$ cat src/rtl/lst_pkg.sv
package lst_pkg;
  typedef enum logic [1:0] {
    MODE_USER = 2'd0,
    MODE_IDLE = 2'd1,
    MODE_LOOP = 2'd2
  } mode_e;

  localparam logic [7:0] IDLE_CHR  = 8'h4A;  // D10.2
  localparam logic [7:0] MARK_CHR  = 8'hBC;  // K28.5 loop start
  localparam logic [7:0] KFILL_CHR = 8'h3C;  // K28.1 control filler
endpackage

$ cat src/rtl/lst_phase.sv
module lst_phase #(
  parameter int PHASES = 10,
  localparam int PW = $clog2(PHASES)
) (
  input  logic          clk_i,
  input  logic          rst_ni,
  output logic [PW-1:0] phase_o,
  output logic          wrap_o
);
  logic [PW-1:0] ph_q;

  assign wrap_o  = (ph_q == PW'(PHASES - 1));
  assign phase_o = ph_q;

  always_ff @(posedge clk_i or negedge rst_ni) begin
    if (!rst_ni)     ph_q <= '0;
    else if (wrap_o) ph_q <= '0;
    else             ph_q <= ph_q + PW'(1);
  end
endmodule

$ cat src/rtl/lst_pattern.sv
module lst_pattern #(
  parameter int         W     = 9,
  parameter int         TAP   = 5,
  parameter int         DW    = 8,
  parameter int         KBITS = 3,
  parameter logic [7:0] MARK  = 8'hBC,
  parameter logic [7:0] KFILL = 8'h3C
) (
  input  logic          clk_i,
  input  logic          rst_ni,
  input  logic          adv_i,
  input  logic          restart_i,
  output logic [DW-1:0] chr_o,
  output logic          ctl_o,
  output logic          last_o
);
  localparam logic [W-1:0] SEED = '1;
  localparam logic [W-1:0] LAST = {1'b0, {(W-1){1'b1}}};  // predecessor of SEED

  logic [W-1:0] lfsr_q, cur, nxt;

  assign cur = restart_i ? SEED : lfsr_q;
  assign nxt = {cur[W-2:0], cur[W-1] ^ cur[TAP-1]};

  always_ff @(posedge clk_i or negedge rst_ni) begin
    if (!rst_ni)    lfsr_q <= SEED;
    else if (adv_i) lfsr_q <= nxt;
  end

  always_comb begin
    if (cur == SEED) begin
      chr_o = MARK[DW-1:0];
      ctl_o = 1'b1;
    end else if (cur[W-1 -: KBITS] == '0) begin
      chr_o = KFILL[DW-1:0];
      ctl_o = 1'b1;
    end else begin
      chr_o = cur[DW-1:0];
      ctl_o = 1'b0;
    end
  end

  assign last_o = (cur == LAST);
endmodule

$ cat src/rtl/lst_strobe.sv
module lst_strobe
  import lst_pkg::*;
#(
  parameter int PHASES     = 10,
  parameter int LOW_PHASES = 6,
  localparam int PW = $clog2(PHASES)
) (
  input  logic [PW-1:0] phase_i,
  input  mode_e         mode_i,
  input  logic          ena_ni,
  input  logic          last_i,
  output logic          rd_no
);
  logic user_low, loop_low;

  assign user_low = (mode_i == MODE_USER) && !ena_ni && (phase_i < PW'(LOW_PHASES));
  assign loop_low = (mode_i == MODE_LOOP) && last_i;
  assign rd_no    = !(user_low || loop_low);
endmodule

$ cat src/rtl/lst_tx_seq.sv
module lst_tx_seq
  import lst_pkg::*;
#(
  parameter int DW         = 8,
  parameter int RW         = 10,
  parameter int PHASES     = 10,
  parameter int LOW_PHASES = 6,
  parameter int LFSR_W     = 9,
  parameter int LFSR_TAP   = 5,
  parameter int KBITS      = 3,
  localparam int PW = $clog2(PHASES)
) (
  input  logic          clk_i,
  input  logic          rst_ni,
  input  logic          bist_en_ni,
  input  logic          ena_ni,
  input  logic          enb_ni,
  input  logic          svs_i,
  input  logic          bypass_i,
  input  logic [DW-1:0] data_i,
  input  logic          ctrl_i,
  input  logic [RW-1:0] raw_i,
  output logic [DW-1:0] chr_o,
  output logic          ctl_o,
  output logic          ena_no,
  output logic          enb_no,
  output logic          byp_o,
  output logic [RW-1:0] raw_o,
  output logic          rd_no
);
  logic [PW-1:0] phase_q;
  logic          wrap;
  mode_e         mode_d, mode_q;
  logic [DW-1:0] pat_chr;
  logic          pat_ctl, pat_last, last_q;

  lst_phase #(.PHASES(PHASES)) u_phase (
    .clk_i  (clk_i),
    .rst_ni (rst_ni),
    .phase_o(phase_q),
    .wrap_o (wrap)
  );

  lst_pattern #(
    .W(LFSR_W), .TAP(LFSR_TAP), .DW(DW), .KBITS(KBITS),
    .MARK(MARK_CHR), .KFILL(KFILL_CHR)
  ) u_pattern (
    .clk_i    (clk_i),
    .rst_ni   (rst_ni),
    .adv_i    (wrap),
    .restart_i(!bist_en_ni && svs_i),
    .chr_o    (pat_chr),
    .ctl_o    (pat_ctl),
    .last_o   (pat_last)
  );

  always_comb begin
    if (bist_en_ni)          mode_d = MODE_USER;
    else if (ena_ni && enb_ni) mode_d = MODE_IDLE;
    else                     mode_d = MODE_LOOP;
  end

  always_ff @(posedge clk_i or negedge rst_ni) begin
    if (!rst_ni) begin
      mode_q <= MODE_USER;
      chr_o  <= '0;
      ctl_o  <= 1'b0;
      ena_no <= 1'b1;
      enb_no <= 1'b1;
      last_q <= 1'b0;
      byp_o  <= 1'b0;
      raw_o  <= '0;
    end else if (wrap) begin
      mode_q <= mode_d;
      byp_o  <= bypass_i;
      raw_o  <= bypass_i ? raw_i : '0;
      last_q <= (mode_d == MODE_LOOP) && pat_last;
      unique case (mode_d)
        MODE_USER: begin
          chr_o  <= data_i;
          ctl_o  <= ctrl_i;
          ena_no <= ena_ni;
          enb_no <= enb_ni;
        end
        MODE_IDLE: begin
          chr_o  <= IDLE_CHR[DW-1:0];
          ctl_o  <= 1'b0;
          ena_no <= 1'b0;
          enb_no <= 1'b1;
        end
        default: begin
          chr_o  <= pat_chr;
          ctl_o  <= pat_ctl;
          ena_no <= 1'b0;
          enb_no <= 1'b1;
        end
      endcase
    end
  end

  lst_strobe #(.PHASES(PHASES), .LOW_PHASES(LOW_PHASES)) u_strobe (
    .phase_i(phase_q),
    .mode_i (mode_q),
    .ena_ni (ena_no),
    .last_i (last_q),
    .rd_no  (rd_no)
  );
endmodule

$ cat config.mk
export PLATFORM = sky130hd
export DESIGN_NAME = lst_tx_seq
export DESIGN_NICKNAME = d
export VERILOG_FILES = /design/src/rtl/lst_pkg.sv /design/src/rtl/lst_phase.sv /design/src/rtl/lst_pattern.sv /design/src/rtl/lst_strobe.sv /design/src/rtl/lst_tx_seq.sv
export SDC_FILE = /design/constraint.sdc
export NUM_CORES = 1
export LEC_CHECK = 0
export BUFFER_PORTS_ARGS = -buffer_cell sky130_fd_sc_hd__buf_2
export CORE_UTILIZATION = 40
export DETAILED_ROUTE_END_ITERATION = 8
export PLACE_DENSITY = 0.71
export SLEW_MARGIN = 20
export SYNTH_ARGS = -nofsm -noshare
export SYNTH_HDL_FRONTEND = slang
export SYNTH_HIERARCHICAL = 1
export SYNTH_SLANG_ARGS = --single-unit
$ cat constraint.sdc
create_clock -name clk_i -period 1.9 [get_ports clk_i]
set_input_delay 0.095 -clock clk_i [delete_from_list [all_inputs] [get_ports clk_i]]
set_output_delay 0.095 -clock clk_i [all_outputs]
set_load 0.05 [all_outputs]
-- Word-level counts from Yosys, hierarchy flattened
Cells that the tools add are included.
- magnitude comparators: 1
- equality and inequality tests: 6
- bitwise logic cells: 1
- reduce and logical (&&, ||, !) cells: 13
- muxes and demuxes: 13
- $add $sub $neg: 1
- operator list (cell ; count):
    $mux 8 ; 2
    $pmux 8 s2 ; 1
    $mux 10 ; 1
    $eq 9x8->1 const B ; 1
    $eq 9x9->1 const B ; 1
    $mux 9 ; 1
    $logic_and 1x1->1 ; 6
    $add 4x1->4 const B ; 1
    $eq 2x2->1 const B ; 2
    $eq 4x4->1 const B ; 1
    $logic_not 2->1 ; 2
    $lt 4x3->1 const B ; 1
    $mux 1 ; 4
    $mux 2 ; 2
    $mux 4 ; 1
    $logic_not 1->1 ; 3
    $logic_not 3->1 ; 1
    $eq 2x1->1 const B ; 1
    $pmux 1 s2 ; 1
    $logic_or 1x1->1 ; 1
    $xor 1x1->1 ; 1
- input bits: 26
- output and inout port bits: 23
- logic and storage cells: 45
- flip-flop bits (word level): 38

-- Logic depth before layout (Yosys ltp)
- word-level depth: 7
- mapped depth: 7
- mapped depth without buffers: 5

-- By module
The synthesis kept the hierarchy.
- by module, submodules not included (module ; cells each ; area each (um2) ; times used ; sequential area each (um2)):
    lst_tx_seq ; 106 ; 1131.1 ; 1 ; 628.1
    lst_pattern ; 55 ; 498.0 ; 1 ; 236.5
    lst_phase ; 15 ; 171.4 ; 1 ; 100.1
    lst_strobe ; 3 ; 22.5 ; 1 ; 0.0

-- Worst setup path before layout
Ideal clock, no wire load.
- path kind: flip-flop to flip-flop
- start: reg u_phase.ph_q[2] (netlist: u_phase/phase_o[2])
- end: reg byp_o
- cell stages (with the launch flop): 6
- buffers on the path: 2
- required time: 1.775 ns
- data arrival time: 1.471 ns
- library setup time: 0.125 ns
- clock period less this slack: 1.596 ns
- slack: 0.304 ns
- cell sequence: dfrtp_1 -> nor2b_2 -> nor3b_1 -> buf_6 -> buf_2 -> mux2_2
- word-level cells in the longest chain between the ends: 1
- ends and longest elaborated chain (element ; line ; RTL):
    start: declaration ; lst_phase.sv:10 ; logic [PW-1:0] ph_q;
    start signal: assignment ; lst_phase.sv:18 ; else ph_q <= ph_q + PW'(1);
    $eq 4x4->1 ; lst_phase.sv:12 ; assign wrap_o = (ph_q == PW'(PHASES - 1));
    net wrap ; lst_tx_seq.sv:32 ; logic wrap;
    end signal: assignment ; lst_tx_seq.sv:75 ; byp_o <= bypass_i;
    end: declaration ; lst_tx_seq.sv:27 ; output logic byp_o,
The timed path passes the listed nets, and every way through them passes these cells.
A chain may end at the register's enable or synchronous reset.

-- Worst setup path after layout
- start: reg u_phase.ph_q[3] (netlist: u_phase/phase_o[3])
- end: reg chr_o[1]
- word-level cells in the longest chain between the ends: 1
- ends and longest elaborated chain (element ; line ; RTL):
    $eq 4x4->1 ; lst_phase.sv:12 ;
    net wrap ; lst_tx_seq.sv:32 ;
    end signal: assignment ; lst_tx_seq.sv:80 ; chr_o <= data_i;
    end signal: assignment ; lst_tx_seq.sv:86 ; chr_o <= IDLE_CHR[DW-1:0];
    end signal: assignment ; lst_tx_seq.sv:92 ; chr_o <= pat_chr;
    end: declaration ; lst_tx_seq.sv:23 ; output logic [DW-1:0] chr_o,
The timed path passes the listed nets, and every way through them passes these cells.

==> flow_summary.ini <==
[outcome]
status = complete, no violations

[worst_setup_path]
cp.arrival_ns = 1.84
start_kind = flip-flop
cp_data_required_time_ns = 2.07
endpoint_kind = flip-flop
critPathMaxFanout = 16
crit_type = reg2reg

[yosys]
yosys-top-cells-area = dfrtp_1 (37%), dfstp_2 (16%), nor2_1 (3.5%), a311o_1 (3.3%), o21ai_0 (3.3%)
synth-seq-cells = 38
synth_top_cell_area_share = 0.371
synth_area_per_cell_um2 = 10.2
synth_cell_type_count = 42
syn_inst = 179
netlist_area_um2 = 1820
syn-num-nets = 205
yosysSeqAreaShare = 0.529
yosys.area.top_type = dfrtp_1
yosys_warnings = 6

[routing]
firstDrtPassIters = 4
routed_wirelength_mm = 3.92
wl_per_cell_um = 13.9
num_vias = 1453
drt-initial-drc-count = 81
ant_nets = 0
drc = 0
viasPerCell = 5.17

[power]
p_int_w = 0.00118
power.density_nw_per_um2 = 762
switching_share = 0.291
p_clk_frac = 0.313
vdd_drop_max_uv = 304
p_comb_frac = 0.161
leakagePower_nw = 1.05
switchingPower_w = 0.000486
seqPwrFrac = 0.526

[global_route]
grt.total_usage = 0.174
grt_pass1_vias = 1417
antenna_found_initial = 0
grt_max_degree = 39
grt_pass1_wl_mm = 6.63
overflow = 0

[finish]
nNetsFinal = 255
fillers = 416
drive_above_1_share = 0.358
diodes = 0
final_common_cell = buf_2
finalCoreUtilization = 0.504
syn_to_final_growth_pct = 20.3
final_cell_mix = buf_2 (48), dfrtp_1 (27), nor2_1 (17)
fin_area_um2 = 2190

[placement]
place_hpwl_mm = 2.78
place_area_um2 = 2100
io_buffers = 48
gp_congestion = 0.778

[timing]
period_minus_slack_ns = 1.67
max_clock_freq_ghz = 0.598
tns_ns = 0
setup_viol = 0
fin_skew_ns = 0.00659
timing.final.crit_share = 0.880
finalHoldViolCount = 0
relSlewSlack = 0.436
tightestPinTransition_ns = 0.845
slew_viol_final = 0
rsz0062_at_grt = false

[floorplan]
initial_utilization = 0.419
floorplan.die_area_um2 = 4830
die_w_um = 69.5
core_um2 = 4350
die_h_um = 69.5
io_pins = 49
rows = 24

[clock_tree]
cts_resized = 0
cts_sinks = 38
cts_buffer_depth = 2
clkTransAtPathRegs_ns = 0.08
cts_tree = done
cts_root_buffer = clkbuf_8
clock_latency_ns = 0.29
htree_levels = 2
cts_setup_buffers = 0
cts_buffers = 5

[hold_path]
hold_path_class = in2reg

[flow_run]
cap_violations = 0
-- cell usage after synthesis, drive strengths merged --
| cell type | count |
|---|---|
| o21ai | 13 |
| and2b | 1 |
| a21oi | 7 |
| nor3b | 2 |
| mux2 | 3 |
| xnor2 | 2 |
| inv | 16 |
| dfrtp | 27 |
| a22o | 2 |
| a2111o | 1 |
| o311a | 3 |
| nor2b | 8 |
| nand3 | 11 |
| nand2 | 4 |
| nor2 | 17 |
| buf | 10 |
| nand3b | 3 |
| a311o | 6 |
| nor4b | 2 |
| a221o | 1 |
| clkbuf | 2 |
| dfstp | 11 |
| or3 | 5 |
| nor3 | 4 |
| a32o | 1 |
| nor4 | 1 |
| nand4 | 2 |
| a31oi | 1 |
| nand2b | 1 |
| and3 | 6 |
| or2 | 4 |
| a21o | 1 |
| and2 | 1 |
-- critical path, cell delays in order (launching register included) --
cell and delay (ns):
dfrtp_1 0.39, nor2b_2 0.19, nor3b_2 0.28, buf_4 0.25, nand2b_1 0.12, o311a_1 0.31
-- state kept, by name, summed over array words and instances, names as in the netlist --
register / cells
last_q: 1
mode_q: 2
u_phase/phase_o: 4
byp_o: 1
raw_o: 10
chr_o: 8
u_pattern/lfsr_q: 9
ctl_o: 1
enb_no: 1
ena_no: 1
-- metal layers --
layer / global-route usage / share of wire / routed length [um] / vias to the layer above
met2: 0.270 / 0.47 / 1850 / 35
met3: 0.0436 / 0.042 / 165 / 5
met1: 0.235 / 0.47 / 1840 / 693
met4: 0.0680 / 0.015 / 57 / 0
li1: - / - / - / 720
met5: 0 / 0 / 0 / -
-- metrics by stage --
| step | total power (W) | hold slack, ns | setup WS, ns | cells |
|---|---|---|---|---|
| 2_1_floorplan | 0.00107 | -0.201 | 0.304 | 179 |
| 6_report | 0.00167 | 0.0360 | 0.228 | 281 |
| 5_1_grt | 0.00175 | 0.0343 | 0.0678 | 281 |
| 3_5_place_dp | 0.00116 | 0.248 | 0.254 | 273 |
| 4_1_cts | 0.00169 | 0.0315 | 0.219 | 281 |
| 3_3_place_gp | 0.00116 | 0.251 | 0.275 | 273 |
-- layout make-up --
cell class              count  area (um^2)  share of cell area
flip-flops and latches     38          965               0.440
multi-input cells         113          729               0.333
repair buffers             55          295               0.135
clock buffers               5         68.8              0.0314
well taps                  52         65.1              0.0297
inverters                  16         60.1              0.0274
clock inverters             2         10.0             0.00456
-- worst paths after layout --
| kind | end | cells past startpoint | start | slack [ns] |
|---|---|---|---|---|
| max | chr_o[1] | 5 | u_phase/phase_o[3] | 0.23 |
| min | enb_no | 3 | enb_ni | 0.04 |
| max reg2reg | chr_o[1] | 5 | u_phase/phase_o[3] | 0.23 |
| min reg2reg | ena_no | 2 | ena_no | 0.49 |
| max in group asynchronous | chr_o[2] | 2 | rst_ni | 0.92 |
| min in group asynchronous | chr_o[5] | 2 | rst_ni | 0.45 |
-- timing repair --
item                       CTS  global route
hold buffers                 1             0
setup endpoints to repair    0             0
hold endpoints to repair    27             0
-- power groups by stage --
stage          clock (W)  sequential [W]  combinational, W
6_report        0.000524        0.000878          0.000268
3_3_place_gp           0        0.000893          0.000266
2_1_floorplan          0        0.000993         0.0000780
5_1_grt         0.000579        0.000884          0.000289
4_1_cts         0.000543        0.000878          0.000272
3_5_place_dp           0        0.000893          0.000269
-- kinds of logic after synthesis --
family / after synthesis / synth area share
mux: 3 / 0.0185
xor+xnor: 2 / 0.00961
simple gates: 72 / 0.231
flops: 38 / 0.529
compound gates: 36 / 0.139
buf+inv: 28 / 0.0734
No activity file was read; power rests on OpenSTA's default activity.
